$ cat src/rtl/aud_rx_pkg.sv
package aud_rx_pkg;

    localparam int unsigned SAMPLE_W = 24;
    localparam int unsigned CNT_W    = $clog2(SAMPLE_W + 1);

    typedef enum logic {
        FMT_I2S = 1'b0,
        FMT_LJ  = 1'b1
    } fmt_e;

    typedef enum logic {
        CH_LEFT  = 1'b0,
        CH_RIGHT = 1'b1
    } chan_e;

    typedef logic [SAMPLE_W-1:0] sample_t;

    typedef struct packed {
        sample_t left;
        sample_t right;
    } pair_t;

    // Return a copy of w with bit position pos replaced by b.
    function automatic sample_t put_bit(sample_t w, int pos, logic b);
        sample_t r;
        r = w;
        for (int i = 0; i < int'(SAMPLE_W); i++) begin
            if (i == pos) r[i] = b;
        end
        return r;
    endfunction

endpackage

$ cat src/rtl/aud_rx_sync.sv
module aud_rx_sync #(
    parameter int unsigned N      = 3,
    parameter int unsigned STAGES = 2
) (
    input  logic         clk,
    input  logic         rst,
    input  logic [N-1:0] d_in,
    output logic [N-1:0] d_out
);
    for (genvar b = 0; b < N; b++) begin : g_bit
        logic [STAGES-1:0] chain_q;
        always_ff @(posedge clk) begin
            if (rst) chain_q <= '0;
            else     chain_q <= {chain_q[STAGES-2:0], d_in[b]};
        end
        assign d_out[b] = chain_q[STAGES-1];
    end
endmodule

$ cat src/rtl/aud_rx_edge.sv
module aud_rx_edge (
    input  logic clk,
    input  logic rst,
    input  logic level,
    output logic rise
);
    logic prev_q;
    always_ff @(posedge clk) begin
        if (rst) prev_q <= 1'b1;
        else     prev_q <= level;
    end
    assign rise = level & ~prev_q;
endmodule

$ cat src/rtl/aud_rx_bclk_watch.sv
module aud_rx_bclk_watch #(
    parameter int unsigned IDLE_LIMIT = 256
) (
    input  logic clk,
    input  logic rst,
    input  logic rise,
    output logic stopped
);
    localparam int unsigned IW = $clog2(IDLE_LIMIT + 1);
    localparam logic [IW-1:0] LIM = IW'(IDLE_LIMIT);

    logic [IW-1:0] idle_q;

    always_ff @(posedge clk) begin
        if (rst)               idle_q <= '0;
        else if (rise)         idle_q <= '0;
        else if (idle_q != LIM) idle_q <= idle_q + IW'(1);
    end

    assign stopped = (idle_q == LIM);
endmodule

$ cat src/rtl/aud_rx_frame.sv
module aud_rx_frame
    import aud_rx_pkg::*;
(
    input  logic  clk,
    input  logic  rst,
    input  fmt_e  fmt,
    input  logic  rise,
    input  logic  lr,
    input  logic  dat,
    output pair_t pair,
    output logic  valid
);
    localparam logic [CNT_W-1:0] CNT_FULL = CNT_W'(SAMPLE_W);
    localparam logic [CNT_W-1:0] CNT_LAST = CNT_W'(SAMPLE_W - 1);

    logic             lr_last_q, lr_last_n;
    logic             started_q, started_n;
    chan_e            chan_q, chan_n;
    logic [CNT_W-1:0] cnt_q, cnt_n;
    sample_t          acc_q, acc_n;
    sample_t          hold_q, hold_n;
    pair_t            pair_q, pair_n;
    logic             emit;

    always_comb begin
        lr_last_n = lr_last_q;
        started_n = started_q;
        chan_n    = chan_q;
        cnt_n     = cnt_q;
        acc_n     = acc_q;
        hold_n    = hold_q;
        pair_n    = pair_q;
        emit      = 1'b0;
        if (rise) begin
            lr_last_n = lr;
            if (lr != lr_last_q) begin
                // Channel boundary: close the running word.
                if (started_q) begin
                    if (chan_q == CH_LEFT) begin
                        hold_n = acc_q;
                    end else if (cnt_q < CNT_FULL) begin
                        emit   = 1'b1;
                        pair_n = '{left: hold_q, right: acc_q};
                    end
                end
                started_n = 1'b1;
                chan_n    = lr ? CH_RIGHT : CH_LEFT;
                acc_n     = '0;
                if (fmt == FMT_LJ) begin
                    acc_n = put_bit('0, int'(SAMPLE_W) - 1, dat);
                    cnt_n = CNT_W'(1);
                end else begin
                    cnt_n = '0;
                end
            end else if (started_q && cnt_q < CNT_FULL) begin
                acc_n = put_bit(acc_q, int'(SAMPLE_W) - 1 - int'(cnt_q), dat);
                cnt_n = cnt_q + CNT_W'(1);
                if (chan_q == CH_RIGHT && cnt_q == CNT_LAST) begin
                    emit   = 1'b1;
                    pair_n = '{left: hold_q, right: acc_n};
                end
            end
        end
    end

    always_ff @(posedge clk) begin
        if (rst) begin
            lr_last_q <= 1'b1;
            started_q <= 1'b0;
            chan_q    <= CH_LEFT;
            cnt_q     <= '0;
            acc_q     <= '0;
            hold_q    <= '0;
            pair_q    <= '0;
            valid     <= 1'b0;
        end else begin
            lr_last_q <= lr_last_n;
            started_q <= started_n;
            chan_q    <= chan_n;
            cnt_q     <= cnt_n;
            acc_q     <= acc_n;
            hold_q    <= hold_n;
            pair_q    <= pair_n;
            valid     <= emit;
        end
    end

    assign pair = pair_q;
endmodule

$ cat src/rtl/aud_serial_rx.sv
module aud_serial_rx
    import aud_rx_pkg::*;
#(
    parameter int unsigned SYNC_STAGES = 2,
    parameter int unsigned IDLE_LIMIT  = 256
) (
    input  logic                clk,
    input  logic                rst,
    input  logic                bclk_in,
    input  logic                lrclk_in,
    input  logic                sdata_in,
    input  logic                fmt_lj,
    output logic [SAMPLE_W-1:0] left_out,
    output logic [SAMPLE_W-1:0] right_out,
    output logic                word_valid,
    output logic                bclk_stopped
);
    logic [2:0] raw_in, sync_out;
    logic       bclk_s, lr_s, dat_s, bclk_rise;
    pair_t      pair;
    fmt_e       fmt;

    assign raw_in = {bclk_in, lrclk_in, sdata_in};
    assign {bclk_s, lr_s, dat_s} = sync_out;
    assign fmt = fmt_lj ? FMT_LJ : FMT_I2S;

    aud_rx_sync #(.N(3), .STAGES(SYNC_STAGES)) u_sync (
        .clk(clk), .rst(rst), .d_in(raw_in), .d_out(sync_out)
    );

    aud_rx_edge u_edge (
        .clk(clk), .rst(rst), .level(bclk_s), .rise(bclk_rise)
    );

    aud_rx_frame u_frame (
        .clk(clk), .rst(rst), .fmt(fmt), .rise(bclk_rise),
        .lr(lr_s), .dat(dat_s), .pair(pair), .valid(word_valid)
    );

    aud_rx_bclk_watch #(.IDLE_LIMIT(IDLE_LIMIT)) u_watch (
        .clk(clk), .rst(rst), .rise(bclk_rise), .stopped(bclk_stopped)
    );

    assign left_out  = pair.left;
    assign right_out = pair.right;
endmodule

$ cat config.mk
export PLATFORM = sky130hd
export DESIGN_NAME = aud_serial_rx
export DESIGN_NICKNAME = d
export VERILOG_FILES = /design/src/rtl/aud_rx_pkg.sv /design/src/rtl/aud_rx_sync.sv /design/src/rtl/aud_rx_edge.sv /design/src/rtl/aud_rx_bclk_watch.sv /design/src/rtl/aud_rx_frame.sv /design/src/rtl/aud_serial_rx.sv
export SDC_FILE = /design/constraint.sdc
export NUM_CORES = 1
export LEC_CHECK = 0
export BUFFER_PORTS_ARGS = -buffer_cell sky130_fd_sc_hd__buf_2
export CAP_MARGIN = 20
export CORE_MARGIN = 5
export CORE_UTILIZATION = 57
export DETAILED_ROUTE_END_ITERATION = 16
export GPL_TIMING_DRIVEN = 0
export PLACE_DENSITY_LB_ADDON = 0.1
export SYNTH_ARGS = -nofsm -noshare
export SYNTH_HDL_FRONTEND = slang
export SYNTH_HIERARCHICAL = 1
export SYNTH_SLANG_ARGS = --single-unit
$ cat constraint.sdc
create_clock -name clk -period 3 [get_ports clk]
set_clock_uncertainty 0.2 [all_clocks]
set_input_delay 0.45 -clock clk [delete_from_list [all_inputs] [get_ports clk]]
set_output_delay 0.45 -clock clk [all_outputs]
set_load 0.02 [all_outputs]
# == Word level (Yosys, flattened, before mapping) ==
# Cells that the tools add are included.
# Widths: inputs -> output; s select.
# word_totals
wordCells,107
reg_bits,121
input_bits,6
output_inout_bits,50
# classes
add_sub_neg,3
eq_ne,30
bitwise_logic,4
order_cmp,1
n_reduce_logical,11
mux,44
# op_table
cell,n
$mux 48,6
$eq 5x32->1 const A,8
$eq 6x32->1 const A,8
$eq 4x32->1 const A,4
$mux 24,3
$eq 3x32->1 const A,2
$mux 1,33
$eq 2x32->1 const A,1
$logic_not 32->1,1
$mux 5,2
$add 9x1->9 const B,1
$eq 9x9->1 const B,1
$ne 9x9->1 const B,1
$reduce_and 6->1,1
$sub 5x5->6 const A,1
$add 5x1->5 const B,1
$eq 5x5->1 const B,1
$lt 5x5->1 const B,1
$ne 2x1->1 const B,2
$reduce_and 2->1,2
$reduce_and 4->1,1
$reduce_bool 2->1,2
$reduce_or 2->1,2
$not 1->1,3
other kinds (4),5

# == Logic depth before layout (Yosys ltp) ==
# Gate-level depths: netlist (run 1).
# depth
depth_word,6
ltp_mapped,10

# == By module ==
# The synthesis (run 1) kept the hierarchy.
# modules_own_cells
mod,n_inst,area_each_um2,seq_area_each_um2,cells_each
aud_rx_frame,1,4591.9,2102.0,552
aud_rx_bclk_watch,1,465.4,180.2,54
aud_rx_sync,1,180.2,120.1,15
aud_rx_edge,1,32.5,20.0,3

# == Worst setup path before layout (run 1) ==
# OpenSTA, ideal clock, no wires.
# synth_timing
path_kind,register -> register
from,register u_frame.cnt_q[3]
to,"register u_frame.pair_q, in the netlist u_frame/pair[0]"
required_time_ps,2709
n_path_buf,2
stages_incl_launch_ff,9
setup_slack_ps,473
arrival_ps,2236
synth_period_minus_slack_ps,2527
setup_ps,91
path_cell_list,dfxtp_1 -> clkbuf_1 -> clkbuf_1 -> inv_1 -> ha_1 -> nand2_1 -> or3b_2 -> or2_2 -> a311oi_1
# synth_between
elab_chain_len,6
# synth_rtl
element,line,source
start: declaration,aud_rx_frame.sv:19,"logic [CNT_W-1:0] cnt_q, cnt_n;"
start signal: assignment,aud_rx_frame.sv:80,cnt_q <= cnt_n;
$sub 5x5->6,aud_rx_frame.sv:56,"acc_n = put_bit(acc_q, int'(SAMPLE_W) - 1 - int'(cnt_q), dat);"
$logic_not 32->1,aud_rx_pkg.sv:28,if (i == pos) r[i] = b;
$mux 1,aud_rx_pkg.sv:28,
$mux 48,aud_rx_frame.sv:58,if (chan_q == CH_RIGHT && cnt_q == CNT_LAST) begin
$mux 48,aud_rx_frame.sv:55,end else if (started_q && cnt_q < CNT_FULL) begin
$mux 48,aud_rx_frame.sv:36,if (lr != lr_last_q) begin
end signal: assignment,aud_rx_frame.sv:83,pair_q <= pair_n;
end: declaration,aud_rx_frame.sv:22,"pair_t pair_q, pair_n;"
# Several ways; a longest one is shown, not always the timed one. The select of a mux whose other input is x is not followed.
# A chain may end at the register's enable or synchronous reset.

# == Final worst setup path (run 1) ==
# layout_timing
from,register u_frame.cnt_q[3]
to,"register u_frame.pair_q, in the netlist u_frame/pair[13]"
# layout_between
elab_chain_len,6
# layout_rtl
element,line
$sub 5x5->6,aud_rx_frame.sv:56
$eq 5x32->1,aud_rx_pkg.sv:28
$mux 1,aud_rx_pkg.sv:28
$mux 48,aud_rx_frame.sv:58
$mux 48,aud_rx_frame.sv:55
$mux 48,aud_rx_frame.sv:36
# Several ways; a longest one is shown, not always the timed one. The select of a mux whose other input is x is not followed.

==> run_results.csv, run 1 <==
group,metric,value,unit
yosys,ys_top_cells_by_count,"nand2_1, dfxtp_1, a21oi_1",
hold_path,worst_hold_path_type,"input pin to register",
route,num_vias,4853,
yosys,ys_seq_elements,121,
yosys,syn_nets,639,
placement,gp_routability_congestion,0.9714,
yosys,synth.area.top_cells,"dfxtp_1, nand2_1, a21oi_1",
layout,register_area,0.002422,sq mm
route,dr.pass1.iters,5,
timing,finalWorstSetupSlack,0.1483,ns
yosys,synth.distinct_cells,54,
route,wl_per_cell,17.58,um
setup_path,crit_path_end_kind,"register",
route,via_per_inst,5.861,
clock_tree,cts.sinks,121,
global_routing,grt_max_degree,17,
route,drtIter0Drc,405,
placement,dp.cells,790,
pwr,ir_drop,362.9,uV
global_routing,antenna_found_initial,0,
yosys,yosys.area.top_type,"dfxtp_1",
yosys,syn-cell-area,0.005270,sq mm
placement,dp_hpwl,10150,um
setup_path,cp.arrival,2.99,ns
global_routing,grt_pass1_wl,23540,um
floorplanning,initial_core_util,0.5786,
floorplanning,placementRows,35,
layout,n_antenna_cell,0,
timing,rsz0062_at_grt,"no",
yosys,synth.avg_cell_area,8.446,sq um
yosys,syn_inst,624,
setup_path,cp_max_fo,10,
timing,tightestPinTransition,0.8606,ns
layout,fill_cells,789,
global_routing,grt.total_usage,0.2670,
clock_tree,htree_levels,4,
clock_tree,root_buffer,"clkbuf_8",
layout,final_core_util,0.6931,
clock_tree,cts_buffer_depth,2,
layout,nets,720,
timing,max_slew_margin,0.4218,
yosys,synth_flop_cell,"dfxtp_1",
clock_tree,clkTransAtPathRegs,0.06,ns
timing,fmaxAchievable,350.7,MHz
floorplanning,die_area,0.01127,sq mm
timing,final.period_utilization,0.9506,
layout,drive_gt1_frac,0.1590,
floorplanning,die_x,106.2,um
placement,place_ws,-0.2215,ns
timing,post-route-min-period,2.852,ns
pwr,p_per_area,582.7,mW/mm^2
global_routing,grt_overflow_total,0,
status,status,"completed",
route,wl,14560,um
route,ant_nets,0,
placement,portBuffers,55,
yosys,synth_top_area_share,0.4596,
floorplanning,core,0.009109,sq mm
setup_path,cp-start-kind,"register",
route,drc,0,
floorplanning,ios,56,
layout,layoutNonFillerInstCount,828,
yosys,async_reset_ff_frac,0,
timing,setup_viol,0,
yosys,yosysMostFrequentCell,"nand2_1",
clock_tree,cts_buffers,17,
layout,areaGrowthSynthToFinish,19.80,%
layout,multi_input_area,0.002592,sq mm
yosys,yosysWarnings,6,
timing,slew_viol_final,0,
setup_path,crit_type,"register to register",
setup_path,required,3.14,ns
clock_tree,cts_tree,"built",
timing,hold_viol_final,0,
yosys,synth-edff-count,0,
flow_run,drv_cap,0,
yosys,seq_area_frac_synth,0.4596,
global_routing,grt_pass1_vias,4723,
pwr,leakage,0.002437,uW
floorplanning,die_y,106.2,um
clock_tree,clock_latency,0.51,ns
## routing by layer
metal,global-route usage,wire (um)
met5,0,0
met4,0.1286,445
met1,0.3266,6272
met2,0.4466,6992
met3,0.05647,844
## through the flow
step / hold WS, ns / cell area (sq um) / TNS (ns) / power, uW
after floorplan: 0.2138 / 5270 / 0 / 1735
after global placement: 0.2215 / 5684 / -2.376 / 1772
after detailed placement: 0.2379 / 5684 / -3.297 / 1776
after CTS: 0.05479 / 6312 / 0 / 3708
after global routing: 0.06819 / 6314 / 0 / 3809
final: 0.07495 / 6314 / 0 / 3679
## cell families (layout without fill, tap and decap cells)
kind of cell    after synthesis  in the layout  share of synthesized area
compound gates              145            145                     0.1838
xor+xnor                      6              6                    0.01282
fa+ha+maj                     9              9                    0.02137
buf+inv                      62            155                    0.04843
flops                       121            121                     0.4596
mux                           8              8                    0.01520
simple gates                273            273                     0.2588
## where the power goes
part | switching, uW | total (uW) | internal, uW
Sequential | 9.67 | 1630 | 1620
Combinational | 84.5 | 120 | 35.3
Clock | 753 | 1930 | 1180
## final timing paths
kind / startpoint / endpoint / slack (ns) / depth (start not counted)
max: u_frame/cnt_q[3] / u_frame/pair[13] / 0.15 / 9
min reg2reg: u_frame/pair[42] / u_frame/pair[42] / 0.25 / 2
min: rst / u_sync/g_bit[2].chain_q[1] / 0.07 / 2
max reg2reg: u_frame/cnt_q[3] / u_frame/pair[13] / 0.15 / 9
## cell type report
class | instances | share of cell area
multi-input cells | 441 | 0.4106
flip-flops and latches | 121 | 0.3837
clock buffers | 17 | 0.06560
repair buffers | 62 | 0.05311
plain buffers | 52 | 0.03528
clock inverters | 14 | 0.02378
well taps | 111 | 0.02200
inverters | 10 | 0.005945
## state kept, by name, summed over array words and instances, names as in the netlist
| name | flops |
|---|---|
| u_edge/prev_q | 1 |
| u_frame/cnt_q | 5 |
| u_frame/hold_q | 24 |
| u_frame/chan_q | 1 |
| u_frame/started_q | 1 |
| u_frame/acc_q | 24 |
| u_frame/pair | 48 |
| u_frame/lr_last_q | 1 |
| u_watch/idle_q | 9 |
| u_sync/g_bit.chain_q | 6 |
| u_frame/valid | 1 |
## cell usage in the layout (no fill, tap or decap), types with 3 or more instances in the layout
cell           instances
clkinv_2               3
o32ai_1                3
xor2_1                 3
buf_4                  8
nand2_1              123
ha_1                   9
clkbuf_2               4
and3_1                17
nand2b_1               4
clkbuf_1              36
clkinvlp_4             3
clkinv_4               4
nand4_1               10
a221o_1               15
and4b_1                5
clkbuf_16             16
a21oi_1               64
dlygate4sd3_1          3
and4_1                 3
mux2i_1                8
nor3_1                 4
o21ai_0               19
inv_1                 10
a311oi_1              17
nor2b_1               12
o31ai_1                3
a211oi_1               8
and3b_1               14
or3_1                  6
dfxtp_1              121
buf_2                 61
nor2_1                37
nand3_1               23
## repair_timing
| action | 4_1_cts | 5_1_grt |
|---|---|---|
| buffers inserted | 4 | 0 |
| setup endpoints to repair | 51 | 1 |
| gates resized for setup | 3 | 2 |
| pin swaps | 1 | 0 |
| endpoints found under the hold margin | 3 | 0 |
| hold buffers | 3 | 0 |
| cloned | 0 | 0 |
## worst max-delay path, cell delays in order (launching register included)
cell and delay, ns:
dfxtp_1 0.32, clkbuf_2 0.19, clkbuf_2 0.22, inv_1 0.11, ha_1 0.15, nand4_1 0.17
a2111oi_4 0.32, buf_4 0.22, clkbuf_1 0.55, a311oi_1 0.22
Note: power is estimated with default switching activity, not from simulation.
==> run 2: changes to the inputs <==
--- a/config.mk
+++ b/config.mk
@@ -10,7 +10,7 @@
 export CORE_MARGIN = 5
 export CORE_UTILIZATION = 57
 export DETAILED_ROUTE_END_ITERATION = 16
-export GPL_TIMING_DRIVEN = 0
+export GPL_TIMING_DRIVEN = 1
 export PLACE_DENSITY_LB_ADDON = 0.1
 export SYNTH_ARGS = -nofsm -noshare
 export SYNTH_HDL_FRONTEND = slang
==> run_results.csv, run 2 (synthesis gave the netlist of run 1 again) <==
group,metric,value,unit
status,status,"completed",
floorplanning,ios,56,
route,wl,12150,um
clock_tree,htree_levels,4,
timing,finalWorstSetupSlack,0.3704,ns
setup_path,cp-start-kind,"register",
pwr,combPwrFrac,0.029,
layout,mostFrequentLayoutCell,"nand2_1",
clock_tree,cts_buffers,17,
pwr,p_sw,813.8,uW
pwr,ir_drop,343.6,uV
flow_run,drv_cap,0,
pwr,p_seq_frac,0.447,
layout,n_antenna_cell,0,
layout,nets,677,
placement,gp_routability_congestion,0.8536,
route,num_vias,4592,
pwr,leakage,0.002379,uW
clock_tree,ctsResizeCount,0,
setup_path,cp_max_fo,15,
clock_tree,cts_buffer_depth,2,
timing,hold_viol_final,0,
setup_path,cp.arrival,2.88,ns
placement,place_ws,0.4002,ns
floorplanning,die_y,106.2,um
clock_tree,root_buffer,"clkbuf_8",
setup_path,cp_num_buf_inv,0,
setup_path,cp_slowest_cell,"nor2_1",
timing,holdWs,0.06394,ns
clock_tree,clkTransAtPathRegs,0.06,ns
placement,portBuffers,55,
setup_path,crit_type,"register to register",
layout,final_core_util,0.6806,
pwr,power_frac_clock,0.524,
layout,final_cell_mix,"nand2_1, dfxtp_1, a21oi_1",
route,drtIter0Drc,325,
timing,fmaxAchievable,380.3,MHz
global_routing,grt_overflow_total,0,
timing,post-route-min-period,2.630,ns
layout,design_area,0.006200,sq mm
timing,setup-tns-final,0,ns
layout,drive_gt1_frac,0.1647,
floorplanning,core,0.009109,sq mm
setup_path,required,3.25,ns
setup_path,crit_path_end_kind,"register",
floorplanning,die_x,106.2,um
hold_path,worst_hold_path_type,"input pin to register",
setup_path,crit_family,"simple AND/OR/NAND/NOR gates",
timing,final.period_utilization,0.8765,
route,wl_per_cell,15.47,um
setup_path,slowest_delay,0.81,ns
floorplanning,initial_core_util,0.5786,
timing,tightestPinTransition,1.078,ns
clock_tree,clock_latency,0.51,ns
floorplanning,placementRows,35,
clock_tree,cts.sinks,121,
route,ant_nets,0,
route,via_per_inst,5.850,
timing,rsz0062_at_grt,"no",
pwr,p_per_area,588.0,mW/mm^2
pwr,swShare,0.2232,
setup_path,cp_cell_sequence,"ha_1, nor2b_1, o21a_1, nor2_1, a221o_1",
global_routing,grt_pass1_vias,4249,
placement,dp_hpwl,7973,um
pwr,p_int,2832,uW
placement,dpl_cell_area,0.005607,sq mm
timing,slew_viol_final,0,
global_routing,antenna_found_initial,0,
global_routing,grt_pass1_wl,20720,um
global_routing,grt_max_degree,101,
timing,max_slew_margin,0.2788,
layout,largest_register_ffs,48,
timing,setup_viol,0,
floorplanning,die_area,0.01127,sq mm
layout,areaGrowthSynthToFinish,17.64,%
global_routing,grt.total_usage,0.2267,
route,drc,0,
clock_tree,cts_tree,"built",
route,dr.pass1.iters,5,
==> run 2: power by group through the flow <==
stage,clock (uW),sequential [uW],combinational [uW]
after global placement,0,1660,98.2
after CTS,1930,1630,105
after detailed placement,0,1660,101
after global routing,2030,1630,116
after floorplan,0,1660,76.1
final,1910,1630,104
==> run 2: worst paths after layout <==
path                         startpoint                to  slack (ns)  cells past startpoint
max                    u_frame/cnt_q[3]  u_frame/acc_q[3]        0.37                      5
min                              fmt_lj  u_frame/cnt_q[0]        0.06                      3
max reg2reg            u_frame/cnt_q[3]  u_frame/acc_q[3]        0.37                      5
min reg2reg  u_sync/g_bit[2].chain_q[1]     u_edge/prev_q        0.24                      1
==> run 2: tightest hold or removal path, delay by kind of cell <==
family,cells,cell delay [ns]
AO/OA/AOI/OAI,2,0.21
buffers and inverters,1,0.08
==> run 2: cell type report <==
type	count	area, sq um
fillers	779	2909
multi-input cells	441	2610
flip-flops and latches	121	2422
repair buffers	71	427.9
clock buffers	17	414.1
clock inverters	14	148.9
well taps	111	138.9
inverters	10	37.54
==> run 2: layer usage <==
layer,GRT usage,vias to the layer above,wire length [um],share of wire
met5,0,-,0,0
met4,0.09806,0,323,0.027
met3,0.04918,29,610,0.050
met2,0.3615,116,5857,0.48
met1,0.2958,2156,5357,0.44
li1,-,2291,-,-
==> run 2: repair_timing <==
item	CTS	global route
hold buffers	3	0
hold endpoints to repair	3	0
buffers inserted	0	0
==> run 2: stage by stage <==
stage                     power [uW]  instances
after floorplan                 1735        624
after global placement          1762        751
after detailed placement        1766        751
after CTS                       3668        785
after global routing            3776        785
final                           3645        785
